[src/rtl/dbgf_pkg.sv]
package dbgf_pkg;
  localparam int BYTE_W = 8;
  localparam int IDX_W  = 6;

  typedef enum logic [2:0] {
    ST_CMD,
    ST_WLO,
    ST_WHI,
    ST_RLO,
    ST_RHI
  } fsm_state_e;

  typedef struct packed {
    logic             wr;
    logic             narrow;
    logic [IDX_W-1:0] idx;
  } cmd_t;
endpackage

[src/rtl/dbgf_cmd_decode.sv]
module dbgf_cmd_decode
  import dbgf_pkg::*;
#(
  parameter logic [BYTE_W-1:0] SYNC_BYTE = 8'h80
) (
  input  logic [BYTE_W-1:0] byte_i,
  output cmd_t              cmd_o,
  output logic              is_sync_o
);
  always_comb begin
    cmd_o.wr     = byte_i[7];
    cmd_o.narrow = byte_i[6];
    cmd_o.idx    = byte_i[IDX_W-1:0];
    is_sync_o    = (byte_i == SYNC_BYTE);
  end
endmodule

[src/rtl/dbgf_reg_store.sv]
module dbgf_reg_store #(
  parameter int NUM_REGS = 24,
  parameter int NUM_ID   = 2,
  parameter int DATA_W   = 16,
  parameter int AW       = 6,
  parameter logic [NUM_ID*DATA_W-1:0] ID_WORDS = '0
) (
  input  logic              clk_i,
  input  logic              rst_ni,
  input  logic              wr_en_i,
  input  logic [AW-1:0]     wr_idx_i,
  input  logic [DATA_W-1:0] wr_data_i,
  input  logic [AW-1:0]     rd_idx_i,
  output logic [DATA_W-1:0] rd_data_o
);
  localparam int IW = $clog2(NUM_REGS);

  logic [DATA_W-1:0] word [NUM_REGS];

  for (genvar g = 0; g < NUM_REGS; g++) begin : g_reg
    if (g < NUM_ID) begin : g_id
      assign word[g] = ID_WORDS[g*DATA_W +: DATA_W];
    end else begin : g_rw
      logic [DATA_W-1:0] q;
      always_ff @(posedge clk_i or negedge rst_ni) begin
        if (!rst_ni)                                  q <= '0;
        else if (wr_en_i && (wr_idx_i == AW'(g)))     q <= wr_data_i;
      end
      assign word[g] = q;
    end
  end

  always_comb begin
    if (rd_idx_i < AW'(NUM_REGS)) rd_data_o = word[rd_idx_i[IW-1:0]];
    else                          rd_data_o = '0;
  end
endmodule

[src/rtl/dbgf_frame_fsm.sv]
module dbgf_frame_fsm
  import dbgf_pkg::*;
#(
  parameter int DATA_W = 16
) (
  input  logic              clk_i,
  input  logic              rst_ni,
  input  logic [BYTE_W-1:0] rx_data_i,
  input  logic              rx_valid_i,
  input  cmd_t              cmd_i,
  input  logic              is_sync_i,
  input  logic [DATA_W-1:0] rd_word_i,
  input  logic              tx_ready_i,
  output logic [IDX_W-1:0]  rd_idx_o,
  output logic              wr_en_o,
  output logic [IDX_W-1:0]  wr_idx_o,
  output logic [DATA_W-1:0] wr_data_o,
  output logic [BYTE_W-1:0] tx_data_o,
  output logic              tx_valid_o,
  output logic              synced_o,
  output fsm_state_e        state_o
);
  fsm_state_e        state_q, state_d;
  logic              synced_q;
  logic              narrow_q;
  logic [IDX_W-1:0]  idx_q;
  logic [BYTE_W-1:0] lo_q;
  logic [DATA_W-1:0] rd_q;

  always_comb begin
    state_d = state_q;
    unique case (state_q)
      ST_CMD: if (rx_valid_i && synced_q) state_d = cmd_i.wr ? ST_WLO : ST_RLO;
      ST_WLO: if (rx_valid_i) state_d = narrow_q ? ST_CMD : ST_WHI;
      ST_WHI: if (rx_valid_i) state_d = ST_CMD;
      ST_RLO: if (tx_ready_i) state_d = narrow_q ? ST_CMD : ST_RHI;
      ST_RHI: if (tx_ready_i) state_d = ST_CMD;
      default: state_d = ST_CMD;
    endcase
  end

  always_ff @(posedge clk_i or negedge rst_ni) begin
    if (!rst_ni) begin
      state_q  <= ST_CMD;
      synced_q <= 1'b0;
      narrow_q <= 1'b0;
      idx_q    <= '0;
      lo_q     <= '0;
      rd_q     <= '0;
    end else begin
      state_q <= state_d;
      if (state_q == ST_CMD && rx_valid_i) begin
        if (!synced_q) begin
          if (is_sync_i) synced_q <= 1'b1;
        end else begin
          narrow_q <= cmd_i.narrow;
          idx_q    <= cmd_i.idx;
          // capture full word now so both response bytes agree
          if (!cmd_i.wr) rd_q <= rd_word_i;
        end
      end
      if (state_q == ST_WLO && rx_valid_i) lo_q <= rx_data_i;
    end
  end

  assign rd_idx_o   = cmd_i.idx;
  assign wr_idx_o   = idx_q;
  assign wr_en_o    = rx_valid_i && ((state_q == ST_WLO && narrow_q) || state_q == ST_WHI);
  assign wr_data_o  = (state_q == ST_WHI) ? {rx_data_i, lo_q}
                                          : {{(DATA_W-BYTE_W){1'b0}}, rx_data_i};
  assign tx_valid_o = (state_q == ST_RLO) || (state_q == ST_RHI);
  assign tx_data_o  = (state_q == ST_RHI) ? rd_q[DATA_W-1 -: BYTE_W] : rd_q[BYTE_W-1:0];
  assign synced_o   = synced_q;
  assign state_o    = state_q;
endmodule

[src/rtl/dbgreg_frame_engine.sv]
module dbgreg_frame_engine
  import dbgf_pkg::*;
#(
  parameter int NUM_REGS = 24,
  parameter int NUM_ID   = 2,
  parameter int DATA_W   = 16,
  parameter logic [NUM_ID*DATA_W-1:0] ID_WORDS = {16'h0A17, 16'h4D31},
  parameter logic [7:0] SYNC_BYTE = 8'h80
) (
  input  logic       clk_i,
  input  logic       rst_ni,
  input  logic [7:0] rx_data_i,
  input  logic       rx_valid_i,
  output logic [7:0] tx_data_o,
  output logic       tx_valid_o,
  input  logic       tx_ready_i
);
  cmd_t              cmd_w;
  logic              sync_hit_w;
  logic [IDX_W-1:0]  rd_idx_w;
  logic [IDX_W-1:0]  wr_idx_w;
  logic              wr_en_w;
  logic [DATA_W-1:0] wr_data_w;
  logic [DATA_W-1:0] rd_word_w;
  logic              synced_w;
  fsm_state_e        state_w;

  dbgf_cmd_decode #(.SYNC_BYTE(SYNC_BYTE)) u_dec (
    .byte_i    (rx_data_i),
    .cmd_o     (cmd_w),
    .is_sync_o (sync_hit_w)
  );

  dbgf_reg_store #(
    .NUM_REGS (NUM_REGS),
    .NUM_ID   (NUM_ID),
    .DATA_W   (DATA_W),
    .AW       (IDX_W),
    .ID_WORDS (ID_WORDS)
  ) u_store (
    .clk_i     (clk_i),
    .rst_ni    (rst_ni),
    .wr_en_i   (wr_en_w),
    .wr_idx_i  (wr_idx_w),
    .wr_data_i (wr_data_w),
    .rd_idx_i  (rd_idx_w),
    .rd_data_o (rd_word_w)
  );

  dbgf_frame_fsm #(.DATA_W(DATA_W)) u_fsm (
    .clk_i      (clk_i),
    .rst_ni     (rst_ni),
    .rx_data_i  (rx_data_i),
    .rx_valid_i (rx_valid_i),
    .cmd_i      (cmd_w),
    .is_sync_i  (sync_hit_w),
    .rd_word_i  (rd_word_w),
    .tx_ready_i (tx_ready_i),
    .rd_idx_o   (rd_idx_w),
    .wr_en_o    (wr_en_w),
    .wr_idx_o   (wr_idx_w),
    .wr_data_o  (wr_data_w),
    .tx_data_o  (tx_data_o),
    .tx_valid_o (tx_valid_o),
    .synced_o   (synced_w),
    .state_o    (state_w)
  );
endmodule

[config.mk]
export PLATFORM = sky130hd
export DESIGN_NAME = dbgreg_frame_engine
export DESIGN_NICKNAME = d
export VERILOG_FILES = /design/src/rtl/dbgf_pkg.sv /design/src/rtl/dbgf_cmd_decode.sv /design/src/rtl/dbgf_reg_store.sv /design/src/rtl/dbgf_frame_fsm.sv /design/src/rtl/dbgreg_frame_engine.sv
export SDC_FILE = /design/constraint.sdc
export NUM_CORES = 1
export LEC_CHECK = 0
export BUFFER_PORTS_ARGS = -buffer_cell sky130_fd_sc_hd__buf_2
export CORE_ASPECT_RATIO = 1.25
export CORE_MARGIN = 1.5
export CORE_UTILIZATION = 50
export CTS_CLUSTER_SIZE = 14
export DETAILED_ROUTE_END_ITERATION = 16
export HOLD_SLACK_MARGIN = 0.15
export PLACE_DENSITY = 0.72
export SKIP_CTS_REPAIR_TIMING = 1
export SYNTH_ARGS = -nofsm -noshare
export SYNTH_HDL_FRONTEND = slang
export SYNTH_SLANG_ARGS = --single-unit
[constraint.sdc]
create_clock -name clk_i -period 1.6 [get_ports clk_i]
set_input_delay 0.24 -clock clk_i [delete_from_list [all_inputs] [get_ports clk_i]]
set_output_delay 0.24 -clock clk_i [all_outputs]
set_load 0.01 [all_outputs]
Word level (Yosys, flattened, before mapping)
Cells that the tools add are included.
{"block": "classes", "n_bitwise": 2, "n_lt_le_gt_ge": 2, "n_mux": 17, "n_reduce_logical": 33, "eq_ne": 32}
{"cell": "$bmux 16 s5", "n": 1}
{"cell": "$mux 16", "n": 4}
{"cell": "$eq 6x4->1 const B", "n": 8}
{"cell": "$eq 6x5->1 const B", "n": 8}
{"cell": "$logic_and 1x1->1", "n": 27}
{"cell": "$eq 6x3->1 const B", "n": 4}
{"cell": "$mux 3", "n": 6}
{"cell": "$pmux 3 s5", "n": 1}
{"cell": "$eq 6x2->1 const B", "n": 2}
{"cell": "$eq 8x8->1 const B", "n": 1}
{"cell": "$mux 8", "n": 1}
{"cell": "$ne 2x2->1 const B", "n": 4}
{"cell": "$eq 3x2->1 const B", "n": 2}
{"cell": "$ge 6x6->1 const B", "n": 1}
{"cell": "$lt 6x5->1 const B", "n": 1}
{"cell": "$not 5->6", "n": 1}
{"cell": "$reduce_and 5->1", "n": 1}
{"cell": "$mux 2", "n": 2}
{"cell": "$eq 3x1->1 const B", "n": 1}
{"cell": "$eq 3x3->1 const B", "n": 1}
{"cell": "$logic_not 3->1", "n": 1}
{"cell": "$reduce_and 3->1", "n": 1}
{"cell": "$logic_or 1x1->1", "n": 2}
{"cell": "$mux 1", "n": 2}
{"cell": "other kinds (3)", "n": 3}
{"block": "word_totals", "input_bits": 12, "out_inout_bits": 9, "reg_bits": 387, "word_cells": 114}

Longest topological paths before layout
Gate-level depths: netlist (run 1).
{"block": "depth", "ltp_word": 5, "ltp_mapped": 9, "mapped_depth_nobuf": 4}

Cells and area by module
A second synthesis (run 1) with hierarchy kept.
{"block": "hier_totals", "hier_cells": 1261, "hier_area_um2": 18231.2}
{"module": "dbgf_reg_store", "area_per_inst_um2": 16368.2, "cells_each": 1124, "n_inst": 1, "seq_area_each_um2": 8808.4}
{"module": "dbgf_frame_fsm", "area_per_inst_um2": 1783.0, "cells_each": 126, "n_inst": 1, "seq_area_each_um2": 875.8}
{"module": "dbgf_cmd_decode", "area_per_inst_um2": 80.1, "cells_each": 11, "n_inst": 1, "seq_area_each_um2": 0.0}

Worst setup path after synthesis (run 1)
Ideal clock, no wire load.
{"block": "synth_path", "kind": "input -> register", "from": "input port rx_data_i[2]", "to": "register u_fsm.rd_q[4]", "t_required_ns": 1.471, "setup_slack_ns": -0.270, "setup_time_ns": 0.129, "t_arrival_ns": 1.741, "stages": 7, "path_cell_list": "clkbuf_1 buf_2 buf_2 mux4_2 mux2i_1 nor2_1 a2111o_1"}
{"block": "synth_between", "elab_chain_cells": 5}
{"element": "start, declared", "line_no": "dbgreg_frame_engine.sv:12", "source": "input logic [7:0] rx_data_i,"}
{"element": "$not 5->6 (not written as such)", "line_no": "dbgf_reg_store.sv:34", "source": "if (rd_idx_i < AW'(NUM_REGS)) rd_data_o = word[rd_idx_i[IW-1:0]];"}
{"element": "$bmux 16 s5", "line_no": "dbgf_reg_store.sv:34"}
{"element": "$mux 16 (not written as such) (2 in series)", "line_no": "dbgf_reg_store.sv:34"}
{"element": "$mux 16 (*)", "line_no": "dbgf_reg_store.sv:34"}
{"element": "end signal, assigned", "line_no": "dbgf_frame_fsm.sv:59", "source": "if (!cmd_i.wr) rd_q <= rd_word_i;"}
{"element": "end, declared", "line_no": "dbgf_frame_fsm.sv:28", "source": "logic [DATA_W-1:0] rd_q;"}
Every way passes the cells marked *; elsewhere a longest branch is shown, timed or not. The select of a mux whose other input is x is not followed.
A chain may end at the register's enable or synchronous reset.

Worst setup path after layout (run 1)
{"block": "layout_path", "from": "register u_fsm.state_q[1] (netlist: u_fsm.state_o[1])", "to": "output port tx_data_o[6]"}
{"block": "layout_between", "elab_chain_cells": 2}
{"element": "start, declared", "line_no": "dbgf_frame_fsm.sv:23", "source": "fsm_state_e state_q, state_d;"}
{"element": "start signal, assigned", "line_no": "dbgf_frame_fsm.sv:51", "source": "state_q <= state_d;"}
{"element": "$eq 3x3->1", "line_no": "dbgf_frame_fsm.sv:72", "source": "assign tx_data_o = (state_q == ST_RHI) ? rd_q[DATA_W-1 -: BYTE_W] : rd_q[BYTE_W-1:0];"}
{"element": "$mux 8", "line_no": "dbgf_frame_fsm.sv:72"}
{"element": "end, declared", "line_no": "dbgreg_frame_engine.sv:14", "source": "output logic [7:0] tx_data_o,"}
Every way passes these cells.

==> results of run 1 <==
[power groups by stage]
stage | Sequential, mW | Clock [mW] | Combinational (mW)
finish | 12.2 | 8.88 | 6.95
detailed placement | 12.2 | 0 | 5.61
floorplan | 11.9 | 0 | 3.45
CTS | 12.1 | 8.88 | 5.63
global placement | 12.1 | 0 | 5.43
global route | 12.4 | 9.35 | 7.40
[sequential cells by signal, indices dropped and copies added (netlist names)]
signal and flops:
u_fsm.wr_idx_o 6, u_fsm.narrow_q 1, u_fsm.state_o 3, u_store.g.g_rw.q 352, u_fsm.synced_o 1, u_fsm.lo_q 8
u_fsm.rd_q 16
[layout by cell type, fill, tap and decap left out, types with 10 or more instances in the layout]
cell type | synthesis | layout
clkbuf_16 | 0 | 65
dfrtp_1 | 387 | 385
nand2_1 | 376 | 291
buf_2 | 23 | 10
nor2b_1 | 14 | 13
a2111oi_0 | 14 | 13
o22ai_1 | 13 | 12
mux2_2 | 29 | 21
nand2_4 | 0 | 42
o21ai_2 | 0 | 52
o2111ai_4 | 0 | 12
mux2i_1 | 45 | 44
nand2b_1 | 13 | 13
buf_4 | 10 | 110
o21ai_1 | 9 | 74
clkbuf_1 | 109 | 10
nand2_2 | 0 | 43
o2111ai_2 | 0 | 11
mux4_2 | 67 | 67
buf_12 | 1 | 59
buf_6 | 7 | 30
nor2_1 | 17 | 15
o21ai_0 | 347 | 230
[layout make-up]
cell class	count	area, µm²	share of cell area
clock inverters	11	109	0.00480
multi-input cells	1061	7990	0.352
well taps	468	586	0.0258
repair buffers	245	3200	0.141
inverters	8	30.0	0.00132
flip-flops and latches	387	9690	0.427
clock buffers	55	1100	0.0483
[worst register-to-register path: stages (launching register included)]
cell	delay [ns]
dfrtp_2	0.43
buf_12	0.14
buf_4	0.13
buf_6	0.11
and3b_2	0.28
buf_6	0.12
clkbuf_16	0.15
o2111ai_4	0.24
buf_6	0.28
nand2_1	0.09
o21ai_0	0.11
[metal layers]
metal	up-vias	wire [µm]
met5	-	15
met4	2	4030
met3	246	4980
met2	785	27200
met1	7268	20900
li1	5954	-
[per-stage QoR]
step | setup WS [ns] | instance area [µm²]
after global routing | -0.724 | 22700
after floorplan | -0.108 | 17700
after detailed placement | -0.469 | 19300
final | -0.675 | 22700
after global placement | -0.403 | 19300
after CTS | -0.823 | 20600
[Yosys cell counts, drive strengths merged (2+ instances only)]
| cell type | number |
|---|---|
| o31ai | 6 |
| mux4 | 68 |
| nor2 | 17 |
| o221ai | 2 |
| nand3 | 2 |
| a2111oi | 14 |
| a41o | 3 |
| buf | 42 |
| nor2b | 14 |
| mux2i | 45 |
| and3b | 3 |
| a221o | 2 |
| or2 | 2 |
| a2bb2oi | 8 |
| nand4b | 2 |
| and2 | 2 |
| nor4b | 5 |
| and3 | 6 |
| mux2 | 29 |
| a221oi | 3 |
| o2111ai | 23 |
| nor3b | 9 |
| nand2 | 376 |
| o21ai | 356 |
| clkbuf | 110 |
| a211o | 2 |
| o22ai | 13 |
| or4 | 4 |
| a21oi | 8 |
| a32o | 3 |
| inv | 8 |
| nand2b | 13 |
| o2bb2ai | 2 |
| dfrtp | 387 |
| nor3 | 5 |
[logic make-up (layout without fill, tap and decap cells)]
group	Yosys count	in the layout
AND/OR/NAND/NOR	465	465
flip-flops	387	387
multiplexers	142	142
AO/OA/AOI/OAI	454	454
buffers and inverters	160	319
[worst paths after layout]
| path | depth (start not counted) | slack (ns) | end | startpoint |
|---|---|---|---|---|
| max | 5 | -0.67 | tx_data_o[6] | u_fsm.state_o[1] |
| min | 3 | 0.16 | u_fsm.wr_idx_o[3] | rx_data_i[3] |
| max reg2reg | 10 | -0.62 | u_store.g_reg[14].g_rw.q[6] | u_fsm.state_o[1] |
| min reg2reg | 2 | 0.48 | u_store.g_reg[16].g_rw.q[1] | u_store.g_reg[16].g_rw.q[1] |
| max in group asynchronous | 3 | 0.73 | u_store.g_reg[16].g_rw.q[11] | rst_ni |
| min in group asynchronous | 2 | 0.21 | u_store.g_reg[8].g_rw.q[2] | rst_ni |
==> impl_metrics.ini, run 1 <==
[status]
outcome = finished, violations left
failed_checks = setup timing

[power_and_ir_drop]
sw_frac_of_total = 0.312
clkPwrFrac = 0.316
leakagePower_nw = 9.98
seqPwrFrac = 0.436
power.switching_mw = 8.75
combPwrFrac = 0.248
ir_drop_mv = 0.937
powerDensity_mw_per_mm2 = 1240
internal-power_mw = 19.3
total_power_mw = 28.1

[layout]
area.growth.synth_to_final_pct = 31.1
post-route-util = 0.661
instances_no_fill = 2235
insertedDiodeCount = 0
fillers = 2389
nNetsFinal = 1752
drive_above_1_share = 0.329

[grt]
busiest_layer = met2
grt.total_usage = 0.267
grt_overflow_total = 0
grt_max_degree = 55
grt_antenna_before_repair = 1
grtUsageMet3 = 0.0326
grt_pass1_vias = 12993
grt_util_met1 = 0.345
grt_pass1_wl_um = 73100
met2_usage = 0.449

[yosys]
synth_nets = 1620
synth_cell_type_count = 58
yosys.area_share.adder = 0
synthArstFlopShare = 1.00
yosys.area_share.xor_xnor = 0
netlist.area_leader.share = 0.560
ys_seq_area_frac = 0.560
ys_ff_latch = 387
synth_top_family_by_area = compound AO/OA/AOI/OAI gates
yosysTopAreaCell = dfrtp_1
synth_compound_gate_area_share = 0.149
yosys_warnings = 0
synth_ff_type = dfrtp_1
yosys.area_share.simple = 0.115
synth_area_leaders = dfrtp_1 (56%), o21ai_0 (10%), mux4_2 (8.7%), nand2_1 (8.2%), mux2i_1 (2.6%)
synth_edf_count = 0
synth_area_per_cell_um2 = 10.8
synth_mux_area_frac = 0.134
syn_inst = 1608
synth_area_mm2 = 0.0173

[setup_path]
crit_fanout = 8
arrival_ns = 2.03
path_cells = buf_12 > nor3b_4 > buf_12 > mux2_4 > buf_6
critPathBufInv = 3
start_kind = flip-flop
crit_family = buffers and inverters
slowest_delay_ns = 0.43
critPathRequiredTime_ns = 1.36
cpMaxStageDelayCell = dfrtp_2
crit_type = reg -> out
end_kind = output port
crit_path_frequent_cell = buf_12

[sta]
fin_crit_sh = 1.42
fmaxAchievable_mhz = 440
tightest_slew_ns = 0.651
finalMaxSlewViolations = 0
slew_headroom = 0.564
rsz0062_at_grt = true
setup_tns_ns = -179.89
hold_viol_final = 0
period_minus_slack_ns = 2.27
layout_setup_ws_ns = -0.675
fin_hold_ws_ns = 0.157
clock_skew_ns = 0.0146
setup_violations = 395

[die]
die-area_mm2 = 0.0357
core_area_mm2 = 0.0343
rows = 76
initial_utilization = 0.504
die_w_um = 169
die_h_um = 211
ios = 21

[clock_network]
insertion_delay_ns = 0.54
clock_sinks = 387
ctsLongestPathBuffers = 3
cts_made_buffers = 37
htree_levels = 2
clk_pin_slew_worst_paths_ns = 0.06
cts_tree = built
cts_root_buffer = clkbuf_16

[detailed_routing]
drc = 0
route.final.wire_length_um = 57200
via_per_inst = 6.38
drt_pass1_iterations = 5
dr_total_vias = 14255
avgRoutedWirePerCell_um = 25.6
drt-initial-drc-count = 1374
postRouteAntennaNets = 0

[place]
placedCellCount = 2097
port_buffers = 20
hpwl_um = 30300
gp_congestion = 0.861

[min_path]
hold_path_class = in -> reg

[run]
cap_violations = 0
(Power assumes the default switching activity.)
==> run 2, diff against run 1 <==
--- a/config.mk
+++ b/config.mk
@@ -5,6 +5,7 @@
 export SDC_FILE = /design/constraint.sdc
 export NUM_CORES = 1
 export LEC_CHECK = 0
+export ABC_AREA = 1
 export BUFFER_PORTS_ARGS = -buffer_cell sky130_fd_sc_hd__buf_2
 export CORE_ASPECT_RATIO = 1.25
 export CORE_MARGIN = 1.5
==> run 2 against run 1 <==
Effect of this change:
- the flow still finishes with violations (setup timing)
- flip-flop and latch count unchanged
- sequential power down 4%
- critical path type unchanged
- highest routed layer is now met4
- largest power group unchanged
- register-to-register slack better by 0.10 ns
==> impl_metrics.ini, run 2 <==
[power_and_ir_drop]
powerDensity_mw_per_mm2 = 1190
combPwrFrac = 0.297
ir_drop_mv = 0.786
clkPwrFrac = 0.318
seqPwrFrac = 0.384
sw_frac_of_total = 0.357
power.switching_mw = 10.9
internal-power_mw = 19.6
leakagePower_nw = 11.9

[yosys]
netlist.area_leader.share = 0.533
yosysTopAreaCell = dfrtp_1
synthArstFlopShare = 1.00
ys_ff_latch = 387
synth_nets = 2328
synth_area_mm2 = 0.0182
synth_mux_area_frac = 0
synth_area_per_cell_um2 = 7.84
synth_most_common_cell = nand2_1
ys_seq_area_frac = 0.533
synth_top_family_by_area = simple AND/OR/NAND/NOR gates
synth_commonest_cells = nand2_1 (880), dfrtp_1 (387), o21ai_0 (278)
syn_inst = 2316
synth_cell_type_count = 35
yosys.area_share.xor_xnor = 0
yosys.area_share.adder = 0
synth_compound_gate_area_share = 0.123
yosys.area_share.simple = 0.271
synth_area_leaders = dfrtp_1 (53%), nand2_1 (18%), o21ai_0 (7.7%), nand3_1 (4.4%), inv_1 (2.9%)
synth_edf_count = 0
yosys_warnings = 0
synth_ff_type = dfrtp_1

[place]
postPlaceCellArea_mm2 = 0.0201
port_buffers = 20
hpwl_um = 35100
placedCellCount = 2796
gp_congestion = 0.903

[sta]
setup_violations = 382
layout_setup_ws_ns = -0.536
tightest_slew_ns = 0.749
fin_crit_sh = 1.33
period_minus_slack_ns = 2.14
fmaxAchievable_mhz = 468
clock_skew_ns = 0.0174
hold_viol_final = 0
rsz0062_at_grt = true
finalMaxSlewViolations = 0
setup_tns_ns = -122.43
slew_headroom = 0.499

[grt]
grt_pass1_vias = 15699
grt_overflow_total = 0
grt.total_usage = 0.295
grt_antenna_before_repair = 1
grt_pass1_wl_um = 86600
grt_max_degree = 63

[detailed_routing]
route.final.wire_length_um = 79600
drc = 0
avgRoutedWirePerCell_um = 26.9
via_per_inst = 6.59
dr_total_vias = 19488
postRouteAntennaNets = 0
drt_pass1_iterations = 7
drt-initial-drc-count = 3096

[clock_network]
insertion_delay_ns = 0.56
htree_levels = 2
clock_sinks = 387
cts_tree = built
clk_pin_slew_worst_paths_ns = 0.07
cts_made_buffers = 39
ctsLongestPathBuffers = 3
cts_root_buffer = clkbuf_16

[layout]
multi_input_area_mm2 = 0.00951
top_regs = u_store.g.g_rw.q (352), u_fsm.rd_q (16), u_fsm.lo_q (8)
seq_area_mm2 = 0.00969
top_register = u_store.g.g_rw.q
nNetsFinal = 2467
layout_common_cells = nand2_1 (600), dfrtp_1 (385), nand2_4 (157), nand3_1 (156), o21ai_2 (151)
largest_reg_flops = 352
fillers = 2137
drive_above_1_share = 0.333
post-route-util = 0.720
area.growth.synth_to_final_pct = 41.0
design_area_mm2 = 0.0256
insertedDiodeCount = 0
instances_no_fill = 2958
mostFrequentLayoutCell = nand2_1

[die]
core_area_mm2 = 0.0356
die_h_um = 216
die-area_mm2 = 0.0375
die_w_um = 173
rows = 77
ios = 21
initial_utilization = 0.511

[setup_path]
crit_type = reg -> out
start_kind = flip-flop
arrival_ns = 1.90
crit_fanout = 8
end_kind = output port
critPathRequiredTime_ns = 1.36

[run]
cap_violations = 0

[min_path]
hold_path_class = in -> async

[status]
failed_checks = setup timing
outcome = finished, violations left
==> run 2: cell types whose count changed after synthesis, moves of 41 or more <==
cell,previous run,this run
mux2i_1,45,0
nor2_1,17,58
o21ai_1,9,102
nand2_1,376,880
nand3_1,2,159
o21ai_0,347,278
inv_1,8,138
mux4_2,67,0
==> run 2: worst max-delay path, cell delays in order (launching register included) <==
cell and delay (ns):
dfrtp_1 0.38, inv_2 0.06, buf_6 0.12, nor3_4 0.27
buf_6 0.20, nand2_1 0.09, nand2_2 0.11, buf_6 0.11
==> run 2: area by class of cell <==
cell class                      instances  area share
Clock buffer                           56      0.0446
Sequential cell                       387       0.378
Inverter                              148      0.0233
Timing Repair Buffer                  272       0.151
Timing Repair inverter                  1    0.000635
Multi-Input combinational cell       1606       0.372
Tap cell                              474      0.0232
Clock inverter                         14     0.00689
==> run 2: worst paths after layout <==
| check | start | end | slack (ns) | cells past startpoint |
|---|---|---|---|---|
| worst min-delay path | rst_ni | u_fsm.rd_q[14] | 0.18 | 2 |
| worst max register to register | u_fsm.state_o[0] | u_store.g_reg[16].g_rw.q[8] | -0.52 | 10 |
| min in group clk_i | rx_valid_i | u_fsm.synced_o | 0.21 | 4 |
| max in group asynchronous | rst_ni | u_store.g_reg[4].g_rw.q[7] | 0.73 | 3 |
| worst min register to register | u_fsm.synced_o | u_fsm.synced_o | 0.49 | 1 |
| worst max-delay path | u_fsm.state_o[2] | tx_data_o[0] | -0.54 | 7 |
==> run 2: stage by stage <==
| step | power (mW) | setup WS (ns) | hold WS, ns |
|---|---|---|---|
| finish | 30.5 | -0.536 | 0.178 |
| global route | 31.3 | -0.569 | 0.178 |
| CTS | 27.0 | -0.677 | -0.403 |
| detailed placement | 17.6 | -0.233 | 0.170 |
| global placement | 17.4 | -0.172 | 0.164 |
| floorplan | 14.6 | -0.0189 | -0.0556 |
==> run 2: logic make-up (layout without fill, tap and decap cells) <==
family          after synthesis  count (layout)
compound gates              433             433
buf+inv                     323             491
flops                       387             387
simple gates               1173            1173
==> run 2: per-layer routing <==
| layer | vias to the layer above | routed length [µm] | global-route usage |
|---|---|---|---|
| met5 | - | 0 | 0 |
| met2 | 1840 | 34900 | 0.472 |
| met1 | 9195 | 25500 | 0.385 |
| met4 | 0 | 8200 | 0.150 |
| li1 | 7771 | - | - |
| met3 | 682 | 11000 | 0.0532 |
==> run 2: power groups by stage <==
stage	sequential [mW]	combinational (mW)	clock [mW]
floorplan	11.4	3.18	0
global placement	11.5	5.93	0
detailed placement	11.5	6.05	0
CTS	11.4	6.09	9.59
global route	11.8	9.45	10.0
finish	11.7	9.07	9.72
